[config.mk]
export PLATFORM = sky130hd
export DESIGN_NAME = pic_prog_if
export DESIGN_NICKNAME = d
export VERILOG_FILES = /design/src/rtl/pic_prog_pkg.sv /design/src/rtl/pic_init_seq.sv /design/src/rtl/pic_cmd_unit.sv /design/src/rtl/pic_read_mux.sv /design/src/rtl/pic_prog_if.sv
export SDC_FILE = /design/constraint.sdc
export NUM_CORES = 1
export LEC_CHECK = 0
export CAP_MARGIN = 20
export CORE_MARGIN = 5
export CORE_UTILIZATION = 45
export DETAILED_ROUTE_END_ITERATION = 10
export DONT_BUFFER_PORTS = 1
export GPL_TIMING_DRIVEN = 0
export SLEW_MARGIN = 10
export SYNTH_ARGS = -nofsm -noshare
export SYNTH_HDL_FRONTEND = slang
export SYNTH_SLANG_ARGS = --single-unit
[constraint.sdc]
create_clock -name clk -period 1.7 [get_ports clk]
set_input_delay 0.51 -clock clk [delete_from_list [all_inputs] [get_ports clk]]
set_output_delay 0.51 -clock clk [all_outputs]
set_load 0.05 [all_outputs]
[src/rtl/pic_prog_pkg.sv]
package pic_prog_pkg;

    typedef enum logic [1:0] {
        ST_NORMAL   = 2'd0,
        ST_GET_BASE = 2'd1,
        ST_GET_W3   = 2'd2,
        ST_GET_W4   = 2'd3
    } init_st_t;

    typedef enum logic [2:0] {
        OP_ROT_AEOI_OFF = 3'd0,
        OP_EOI_NS       = 3'd1,
        OP_NOP          = 3'd2,
        OP_EOI_SP       = 3'd3,
        OP_ROT_AEOI_ON  = 3'd4,
        OP_EOI_NS_ROT   = 3'd5,
        OP_SET_PRIO     = 3'd6,
        OP_EOI_SP_ROT   = 3'd7
    } op_code_t;

    // Command-byte bit positions that the decoders rely on.
    localparam int B_INIT      = 4;
    localparam int B_CMD3      = 3;
    localparam int B_POLL      = 2;
    localparam int B_RSEL_EN   = 1;
    localparam int B_RSEL      = 0;
    localparam int B_SMASK_EN  = 6;
    localparam int B_SMASK     = 5;
    localparam int B_NEED_W4   = 0;
    localparam int B_W4_NEST   = 4;
    localparam int B_W4_AEOI   = 1;

endpackage

[src/rtl/pic_init_seq.sv]
module pic_init_seq
    import pic_prog_pkg::*;
#(
    parameter int LINES = 8,
    localparam int LW = $clog2(LINES)
) (
    input  logic             clk,
    input  logic             rst_n,
    input  logic             wr_en,
    input  logic             addr,
    input  logic [LINES-1:0] wdata,
    output logic             init_hit,
    output logic [LINES-1:0] imr,
    output logic [LINES-1:0] vec_base,
    output logic             spec_nest,
    output logic             auto_eoi
);

    init_st_t state, state_nxt;
    logic     need_w4;
    logic     data_wr;

    assign init_hit = wr_en && !addr && wdata[B_INIT];
    assign data_wr  = wr_en && addr;

    always_ff @(posedge clk or negedge rst_n) begin
        if (!rst_n) state <= ST_NORMAL;
        else        state <= state_nxt;
    end

    always_comb begin
        state_nxt = state;
        if (init_hit) begin
            state_nxt = ST_GET_BASE;
        end else if (data_wr) begin
            unique case (state)
                ST_NORMAL:   state_nxt = ST_NORMAL;
                ST_GET_BASE: state_nxt = ST_GET_W3;
                ST_GET_W3:   state_nxt = need_w4 ? ST_GET_W4 : ST_NORMAL;
                ST_GET_W4:   state_nxt = ST_NORMAL;
                default:     state_nxt = ST_NORMAL;
            endcase
        end
    end

    always_ff @(posedge clk or negedge rst_n) begin
        if (!rst_n) begin
            need_w4   <= 1'b0;
            imr       <= '0;
            vec_base  <= '0;
            spec_nest <= 1'b0;
            auto_eoi  <= 1'b0;
        end else if (init_hit) begin
            need_w4   <= wdata[B_NEED_W4];
            imr       <= '0;
            vec_base  <= '0;
            spec_nest <= 1'b0;
            auto_eoi  <= 1'b0;
        end else if (data_wr) begin
            unique case (state)
                ST_NORMAL:   imr <= wdata;
                ST_GET_BASE: vec_base <= {wdata[LINES-1:LW], {LW{1'b0}}};
                ST_GET_W3:   ;
                ST_GET_W4: begin
                    spec_nest <= wdata[B_W4_NEST];
                    auto_eoi  <= wdata[B_W4_AEOI];
                end
                default: ;
            endcase
        end
    end

    assert_init_enters_base_R2: assert property (@(posedge clk) disable iff (!rst_n)
        init_hit |=> (state == ST_GET_BASE));

    assert_base_low_zero_R3: assert property (@(posedge clk) disable iff (!rst_n)
        (data_wr && state == ST_GET_BASE) |=> (vec_base[LW-1:0] == '0));

    assert_mask_load_R6: assert property (@(posedge clk) disable iff (!rst_n)
        (data_wr && state == ST_NORMAL) |=> (imr == $past(wdata)));

    assert_w3_keeps_mask_R4: assert property (@(posedge clk) disable iff (!rst_n)
        (data_wr && state == ST_GET_W3) |=> $stable(imr));

endmodule

[src/rtl/pic_cmd_unit.sv]
module pic_cmd_unit
    import pic_prog_pkg::*;
#(
    parameter int LINES = 8,
    localparam int LW = $clog2(LINES)
) (
    input  logic             clk,
    input  logic             rst_n,
    input  logic             wr_en,
    input  logic             rd_en,
    input  logic             addr,
    input  logic [LINES-1:0] wdata,
    input  logic             init_hit,
    input  logic             auto_eoi,
    input  logic             ack_en,
    input  logic             win_valid,
    input  logic [LW-1:0]    win_line,
    input  logic             isr_hi_valid,
    input  logic [LW-1:0]    isr_hi_line,
    output logic [LINES-1:0] isr,
    output logic [LW-1:0]    prio_offset,
    output logic             rot_on_aeoi,
    output logic             poll_mode,
    output logic             read_isr,
    output logic             spec_mask,
    output logic             clr_valid,
    output logic [LW-1:0]    clr_line,
    output logic             pend_clr_valid,
    output logic [LW-1:0]    pend_clr_line
);

    logic             cmd2_hit, cmd3_hit, poll_rd, ack_hit;
    op_code_t         op;
    logic [LW-1:0]    sel_line;
    logic [LINES-1:0] set_vec, clr_vec;
    logic             off_we, rot_we, rot_val;
    logic [LW-1:0]    off_nxt;
    logic             pulse_v;
    logic [LW-1:0]    pulse_l;

    assign cmd3_hit = wr_en && !addr && !wdata[B_INIT] &&  wdata[B_CMD3];
    assign cmd2_hit = wr_en && !addr && !wdata[B_INIT] && !wdata[B_CMD3];
    assign op       = op_code_t'(wdata[LINES-1:LINES-3]);
    assign sel_line = wdata[LW-1:0];
    assign poll_rd  = rd_en && poll_mode;
    assign ack_hit  = ack_en && win_valid;

    // Same-edge precedence: acknowledge, then poll read, then command.
    always_comb begin
        set_vec = '0;
        clr_vec = '0;
        off_we  = 1'b0;
        off_nxt = prio_offset;
        rot_we  = 1'b0;
        rot_val = rot_on_aeoi;
        pulse_v = 1'b0;
        pulse_l = '0;

        if (ack_hit) begin
            set_vec[win_line] = 1'b1;
            if (auto_eoi) begin
                clr_vec[win_line] = 1'b1;
                pulse_v = 1'b1;
                pulse_l = win_line;
                if (rot_on_aeoi) begin
                    off_we  = 1'b1;
                    off_nxt = win_line + 1'b1;
                end
            end
        end

        if (poll_rd && win_valid) begin
            clr_vec[win_line] = 1'b1;
            pulse_v = 1'b1;
            pulse_l = win_line;
        end

        if (cmd2_hit) begin
            unique case (op)
                OP_ROT_AEOI_OFF: begin rot_we = 1'b1; rot_val = 1'b0; end
                OP_ROT_AEOI_ON:  begin rot_we = 1'b1; rot_val = 1'b1; end
                OP_EOI_NS, OP_EOI_NS_ROT: begin
                    if (isr_hi_valid) begin
                        clr_vec[isr_hi_line] = 1'b1;
                        pulse_v = 1'b1;
                        pulse_l = isr_hi_line;
                        if (op == OP_EOI_NS_ROT) begin
                            off_we  = 1'b1;
                            off_nxt = isr_hi_line + 1'b1;
                        end
                    end
                end
                OP_EOI_SP, OP_EOI_SP_ROT: begin
                    clr_vec[sel_line] = 1'b1;
                    pulse_v = 1'b1;
                    pulse_l = sel_line;
                    if (op == OP_EOI_SP_ROT) begin
                        off_we  = 1'b1;
                        off_nxt = sel_line + 1'b1;
                    end
                end
                OP_SET_PRIO: begin
                    off_we  = 1'b1;
                    off_nxt = sel_line + 1'b1;
                end
                OP_NOP: ;
                default: ;
            endcase
        end
    end

    always_ff @(posedge clk or negedge rst_n) begin
        if (!rst_n) begin
            isr            <= '0;
            prio_offset    <= '0;
            rot_on_aeoi    <= 1'b0;
            poll_mode      <= 1'b0;
            read_isr       <= 1'b0;
            spec_mask      <= 1'b0;
            clr_valid      <= 1'b0;
            clr_line       <= '0;
            pend_clr_valid <= 1'b0;
            pend_clr_line  <= '0;
        end else if (init_hit) begin
            isr            <= '0;
            prio_offset    <= '0;
            rot_on_aeoi    <= 1'b0;
            poll_mode      <= 1'b0;
            read_isr       <= 1'b0;
            spec_mask      <= 1'b0;
            clr_valid      <= 1'b0;
            pend_clr_valid <= 1'b0;
        end else begin
            isr       <= (isr | set_vec) & ~clr_vec;
            clr_valid <= pulse_v;
            clr_line  <= pulse_l;
            pend_clr_valid <= poll_rd && win_valid;
            pend_clr_line  <= win_line;
            if (off_we) prio_offset <= off_nxt;
            if (rot_we) rot_on_aeoi <= rot_val;
            if (poll_rd) poll_mode <= 1'b0;
            if (cmd3_hit) begin
                if (wdata[B_POLL])     poll_mode <= 1'b1;
                if (wdata[B_RSEL_EN])  read_isr  <= wdata[B_RSEL];
                if (wdata[B_SMASK_EN]) spec_mask <= wdata[B_SMASK];
            end
        end
    end

    assert_clr_pulse_matches_R9: assert property (@(posedge clk) disable iff (!rst_n)
        clr_valid |-> !isr[clr_line]);

    assert_poll_oneshot_R13: assert property (@(posedge clk) disable iff (!rst_n)
        (rd_en && poll_mode && !wr_en) |=> !poll_mode);

    assert_offset_quiet_R10: assert property (@(posedge clk) disable iff (!rst_n)
        (!wr_en && !ack_en) |=> $stable(prio_offset));

    assert_ack_sets_isr_R12: assert property (@(posedge clk) disable iff (!rst_n)
        (ack_en && win_valid && !auto_eoi && !wr_en && !rd_en) |=> isr[$past(win_line)]);

endmodule

[src/rtl/pic_read_mux.sv]
module pic_read_mux #(
    parameter int LINES = 8,
    localparam int LW = $clog2(LINES)
) (
    input  logic             addr,
    input  logic             poll_mode,
    input  logic             read_isr,
    input  logic             win_valid,
    input  logic [LW-1:0]    win_line,
    input  logic [LINES-1:0] imr,
    input  logic [LINES-1:0] isr,
    input  logic [LINES-1:0] irr_in,
    output logic [LINES-1:0] rdata
);

    localparam logic [LW-1:0] NO_WIN = LW'(LINES - 1);

    always_comb begin
        if (poll_mode)
            rdata = {{(LINES-LW){1'b0}}, (win_valid ? win_line : NO_WIN)};
        else if (addr)
            rdata = imr;
        else if (read_isr)
            rdata = isr;
        else
            rdata = irr_in;
    end

endmodule

[src/rtl/pic_prog_if.sv]
module pic_prog_if #(
    parameter int LINES = 8,
    localparam int LW = $clog2(LINES)
) (
    input  logic             clk,
    input  logic             rst_n,
    input  logic             wr_en,
    input  logic             rd_en,
    input  logic             addr,
    input  logic [LINES-1:0] wdata,
    input  logic [LINES-1:0] irr_in,
    input  logic             ack_en,
    input  logic             win_valid,
    input  logic [LW-1:0]    win_line,
    input  logic             isr_hi_valid,
    input  logic [LW-1:0]    isr_hi_line,
    output logic [LINES-1:0] rdata,
    output logic [LINES-1:0] imr,
    output logic [LINES-1:0] vec_base,
    output logic [LINES-1:0] isr,
    output logic [LW-1:0]    prio_offset,
    output logic             auto_eoi,
    output logic             rot_on_aeoi,
    output logic             spec_nest,
    output logic             spec_mask,
    output logic             poll_mode,
    output logic             read_isr,
    output logic             clr_valid,
    output logic [LW-1:0]    clr_line,
    output logic             pend_clr_valid,
    output logic [LW-1:0]    pend_clr_line
);

    logic init_hit;

    pic_init_seq #(.LINES(LINES)) u_seq (
        .clk       (clk),
        .rst_n     (rst_n),
        .wr_en     (wr_en),
        .addr      (addr),
        .wdata     (wdata),
        .init_hit  (init_hit),
        .imr       (imr),
        .vec_base  (vec_base),
        .spec_nest (spec_nest),
        .auto_eoi  (auto_eoi)
    );

    pic_cmd_unit #(.LINES(LINES)) u_cmd (
        .clk            (clk),
        .rst_n          (rst_n),
        .wr_en          (wr_en),
        .rd_en          (rd_en),
        .addr           (addr),
        .wdata          (wdata),
        .init_hit       (init_hit),
        .auto_eoi       (auto_eoi),
        .ack_en         (ack_en),
        .win_valid      (win_valid),
        .win_line       (win_line),
        .isr_hi_valid   (isr_hi_valid),
        .isr_hi_line    (isr_hi_line),
        .isr            (isr),
        .prio_offset    (prio_offset),
        .rot_on_aeoi    (rot_on_aeoi),
        .poll_mode      (poll_mode),
        .read_isr       (read_isr),
        .spec_mask      (spec_mask),
        .clr_valid      (clr_valid),
        .clr_line       (clr_line),
        .pend_clr_valid (pend_clr_valid),
        .pend_clr_line  (pend_clr_line)
    );

    pic_read_mux #(.LINES(LINES)) u_rd (
        .addr      (addr),
        .poll_mode (poll_mode),
        .read_isr  (read_isr),
        .win_valid (win_valid),
        .win_line  (win_line),
        .imr       (imr),
        .isr       (isr),
        .irr_in    (irr_in),
        .rdata     (rdata)
    );

    assert_init_clears_R2: assert property (@(posedge clk) disable iff (!rst_n)
        init_hit |=> (isr == '0 && imr == '0 && prio_offset == '0 && !poll_mode));

endmodule

== Word-level counts from Yosys, hierarchy flattened ==
Cells that the tools add are included.

* $add $sub $neg: 3
* Magnitude comparators: 6
* Eq/ne operators: 9
* Multiplexer cells: 82
* Bitwise operators: 6
* Reduce and logical (&&, ||, !) cells: 38

{| class="wikitable"
|+ Operators by type and width
! kind !! number
|-
| 2-to-1 mux 8 bit || 16
|-
| 2-to-1 mux 3 bit || 15
|-
| 2-to-1 mux 1 bit || 38
|-
| OR 8 bit || 4
|-
| nonzero test 2 bit || 10
|-
| one-hot mux 8 bit (2 select lines) || 1
|-
| == test 3 bit, second input constant || 4
|-
| logical AND 1 bit || 12
|-
| < comparator 3 x 4 -> 1 bit, second input constant || 3
|-
| AND reduction 2 bit || 5
|-
| adder 3 x 1 -> 3 bit, second input constant || 3
|-
| demux 1 bit (select 3 bit) || 3
|-
| >= comparator 3 x 1 -> 1 bit, second input constant || 3
|-
| one-hot mux 3 bit (3 select lines) || 1
|-
| bitwise AND 8 bit || 1
|-
| inverter 8 bit || 1
|-
| OR reduction 2 bit || 4
|-
| 2-to-1 mux 2 bit || 3
|-
| one-hot mux 2 bit (3 select lines) || 1
|-
| one-hot mux 3 bit (2 select lines) || 1
|-
| == test 2 bit, second input constant || 2
|-
| one-hot mux 1 bit (2 select lines) || 2
|-
| == test 3 x 1 -> 1 bit, second input constant || 1
|-
| == test 3 x 2 -> 1 bit, second input constant || 1
|-
| other kinds (7) || 9
|}

* Bits in registers: 44
* Output and inout bits: 49

== Longest topological paths before layout ==
* Depth after elaboration: 15
* Depth in mapped cells: 7
* Depth with buffers taken out: 5

== Modules after synthesis ==
A second synthesis with hierarchy kept.

* Cell total of the unflattened synthesis: 268
* Area total of the unflattened synthesis: 2,546.2 µm²

{| class="wikitable"
|+ By module, submodules not included
! module !! instances !! cells each !! area each (µm²) !! sequential area each (µm²)
|-
| pic_cmd_unit || 1 || 172 || 1,478.9 || 575.6
|-
| pic_init_seq || 1 || 65 || 812.0 || 450.4
|-
| pic_read_mux || 1 || 31 || 255.2 || 0.0
|}

== Worst setup path after synthesis ==
OpenSTA, ideal clock, no wires.

* Kind: register to output
* From: reg u_cmd.read_isr
* To: out rdata[1]
* Arrival time: 2,012 ps
* Required time: 1,190 ps
* Slack: -822 ps
* Cell stages (with the launch flop): 6
* Buffers on the path: 1
* Path through: dfrtp_1 -> buf_2 -> mux2i_1 -> nor2_1 -> a211oi_1 -> a31oi_1

* Cells in the longest elaborated chain, start to end: 3

{| class="wikitable"
|+ RTL lines
! what !! line !! source
|-
| start, declared || pic_cmd_unit.sv:24 || <nowiki>output logic read_isr,</nowiki>
|-
| start signal, assigned || pic_cmd_unit.sv:144 || <nowiki>if (wdata[B_RSEL_EN]) read_isr <= wdata[B_RSEL];</nowiki>
|-
| 2-to-1 mux 8 bit || pic_read_mux.sv:23 || <nowiki>else if (read_isr)</nowiki>
|-
| 2-to-1 mux 8 bit || pic_read_mux.sv:21 || <nowiki>else if (addr)</nowiki>
|-
| 2-to-1 mux 8 bit || pic_read_mux.sv:19 || <nowiki>if (poll_mode)</nowiki>
|-
| end, declared || pic_prog_if.sv:17 || <nowiki>output logic [LINES-1:0] rdata,</nowiki>
|}

Every way passes these cells.

== Final worst setup path ==
Ends and elaborated chain as after synthesis.

==> results.sh <==
export IMPL_synth_warnings=0
export IMPL_htreeDepth=2
export IMPL_die_area_um2=7250
export IMPL_clk_path_buf_depth=2
export IMPL_synth_async_reset_ratio_pct=100.0
export IMPL_fp_dieH_um=85.15
export IMPL_setup_violations=8
export IMPL_postRouteAntennaNets=0
export IMPL_syn_area_um2=2541
export IMPL_dp_slack_ns=-0.3196
export IMPL_r2r_start="u_seq.state[1]$_DFFE_PN0P_"
export IMPL_layout_nets=336
export IMPL_drt_iter0_markers=138
export IMPL_rrSetupSlack_ns=0.11
export IMPL_fmax_mhz=440.5
export IMPL_fin_worst_skew_ns=0.006267
export IMPL_drive_above_1_share_pct=18.75
export IMPL_violations="setup timing"
export IMPL_timing_final_crit_share_pct=133.5
export IMPL_rows=27
export IMPL_criticalPathCategory="reg -> out"
export IMPL_grt_max_degree=42
export IMPL_antenna_cells=0
export IMPL_cp_start_kind="flop"
export IMPL_stdcell_area_um2=2934
export IMPL_synth_edf_count=0
export IMPL_vias=2306
export IMPL_hp_class="in -> async"
export IMPL_grt_pass1_wl_um=12610
export IMPL_port_buffers=0
export IMPL_relSlewSlack_pct=47.10
export IMPL_final_util_pct=53.28
export IMPL_setup_slack_ns=-0.5701
export IMPL_n_fill_cell=517
export IMPL_synth_cell_types=48
export IMPL_cts_buffers=5
export IMPL_wirelength_um=7877
export IMPL_antenna_found_initial=0
export IMPL_place_hpwl_um=5795
export IMPL_start_util_pct=46.15
export IMPL_synth_most_common_cell="nor2_1"
export IMPL_netlist_top_cells_area="dfrtp_1 40%, mux2i_1 8.3%, nor2_1 6.5%"
export IMPL_worstPathMaxFanout=5
export IMPL_gp_congestion=0.8963
export IMPL_worst_r2r_path_depth=3
export IMPL_critPathCaptureType="primary output"
export IMPL_final_max_slew_violation_count=0
export IMPL_pin_count=79
export IMPL_postSynthCellCount=292
export IMPL_cp_arrival_ns=1.76
export IMPL_cts_tree="built"
export IMPL_grt_overflow_total=0
export IMPL_cts_sinks=41
export IMPL_clkLatencyLatePin_ns=0.30
export IMPL_cap_violations=0
export IMPL_avgSynthCellArea_um2=8.703
export IMPL_ys_flop_type="dfrtp_1"
export IMPL_p_leak_nw=1.245
export IMPL_cts_clk_slew_worst_paths_ns=0.08
export IMPL_clockRootBuffer="clkbuf_8"
export IMPL_synth_top_cell_area_share_pct=40.37
export IMPL_crit_required_ns=1.19
export IMPL_dpl_cell_area_um2=2765
export IMPL_synth_commonest_cells="44 x nor2_1, 41 x dfrtp_1, 26 x nand2_1"
export IMPL_dr_pass1_iters=4
export IMPL_final_hold_viol_count=0
export IMPL_grt_pass1_vias=2285
export IMPL_status="finished with violations"
export IMPL_syn2layout_area_growth_pct=15.46
export IMPL_rsz0062_at_grt="yes"
export IMPL_worst_pin_slew_ns=0.7892
export IMPL_track_usage_pct=22.03
export IMPL_worstReg2RegEnd="u_seq.imr[0]$_DFFE_PN0P_"
export IMPL_wl_per_cell_um=20.95
export IMPL_yosysSeqAreaShare_pct=40.37
export IMPL_via_per_inst=6.133
export IMPL_ys_ff_latch=41
export IMPL_coreArea_um2=5507
export IMPL_powerDensity_nw_per_um2=1144
export IMPL_ir_drop_v=0.0005344
export IMPL_fin_crit_ns=2.270
export IMPL_chipWidth_um=85.15
export IMPL_synth_top_area_cell="dfrtp_1"
export IMPL_post_route_drc_count=0
-- routing by layer --
layer  vias up  wire length, µm  GRT usage [%]
met5         -                0              0
met4         0              102          5.899
met3         7              592          6.699
met2        88             3653          34.68
met1      1131             3530          29.44
li1       1080                -              -
-- through the flow --
stage          hold slack (ns)  TNS, ns  power (W)  std cells
2_1_floorplan           0.2144   -1.123   0.002478        294
3_3_place_gp            0.2157   -9.349   0.002634        366
3_5_place_dp            0.2154   -9.507   0.002650        366
4_1_cts                0.04953   -4.252   0.003381        376
5_1_grt                0.05190   -4.665   0.003528        376
6_report               0.04367   -4.083   0.003358        376
-- power breakdown --
| group | internal (W) | total [W] | switching, W |
|---|---|---|---|
| clock | 0.000290 | 0.000646 | 0.000356 |
| combinational | 0.000338 | 0.000869 | 0.000531 |
| sequential | 0.00113 | 0.00184 | 0.000715 |
-- placed cells by master (no fill, tap or decap), types with 3 or more instances in the layout --
master,instances
ha_1,3
o21ai_0,11
nand3_1,6
buf_4,3
nand4_1,4
nor4_1,4
nor2b_1,4
dfrtp_2,10
nor2_4,5
nor2_1,38
buf_2,7
inv_1,9
a211oi_2,3
clkbuf_8,6
mux2i_1,21
a32oi_1,3
nand2_1,25
a21oi_2,3
a21oi_1,15
o211ai_1,3
a22o_1,6
clkbuf_1,11
a31oi_1,8
nor3_1,3
xor2_1,3
o22ai_1,5
dfrtp_1,31
conb_1,3
a31oi_4,3
a311oi_1,5
o311a_1,3
-- what timing repair did --
action	CTS	global route
setup buffers	0	0
gates resized for setup	13	5
setup endpoints to repair	10	11
pin swaps	4	2
cloned	1	0
hold buffers	1	0
endpoints found under the hold margin	41	0
-- kinds of logic (layout without fill, tap and decap cells) --
group / count (synthesis) / in the layout / synth area share [%]
compound gates: 78 / 78 / 20.48
xor+xnor: 3 / 3 / 1.034
fa+ha+maj: 3 / 3 / 1.477
buf+inv: 35 / 45 / 6.302
flops: 41 / 41 / 40.37
mux: 21 / 21 / 8.272
other cells: 1 / 3 / 0.1476
simple gates: 110 / 110 / 21.91
-- state kept, by name, indices dropped and copies added, names as in the netlist, 2 cells and up --
| register | count |
|---|---|
| u_seq.vec_base | 5 |
| u_seq.imr | 8 |
| u_cmd.clr_line | 3 |
| u_cmd.prio_offset | 3 |
| u_seq.state | 2 |
| u_cmd.pend_clr_line | 3 |
| u_cmd.isr | 8 |
-- cell type report --
| type | count | area (µm²) | area share [%] |
|---|---|---|---|
| multi-input combinational | 218 | 1484 | 50.58 |
| clock buffer | 6 | 72.57 | 2.473 |
| buffer | 26 | 152.6 | 5.203 |
| timing repair buffer | 2 | 47.55 | 1.620 |
| tap | 72 | 90.09 | 3.070 |
| inverter | 9 | 33.78 | 1.151 |
| sequential | 41 | 1039 | 35.39 |
| clock inverter | 2 | 15.01 | 0.5117 |
-- worst max-delay path by stage --
| stage | cells past startpoint | end | start | slack (ns) |
|---|---|---|---|---|
| floorplan | 5 | rdata[1] | u_cmd.read_isr$_DFFE_PN0P_ | -0.18 |
| global placement | 3 | rdata[1] | win_line[1] | -0.31 |
| detailed placement | 7 | u_cmd.pend_clr_line[1]$_DFFE_PN0N_ | wr_en | -0.32 |
| CTS | 5 | rdata[3] | u_cmd.read_isr$_DFFE_PN0P_ | -0.58 |
| global route | 5 | rdata[0] | u_cmd.read_isr$_DFFE_PN0P_ | -0.64 |
| finish | 5 | rdata[1] | u_cmd.read_isr$_DFFE_PN0P_ | -0.57 |
-- critical path: stages (launching register included) --
cell	delay [ns]
dfrtp_2	0.55
buf_8	0.20
mux2i_1	0.11
nor2_1	0.13
a211oi_2	0.07
a31oi_4	0.40
No activity file was read; power rests on OpenSTA's default activity.
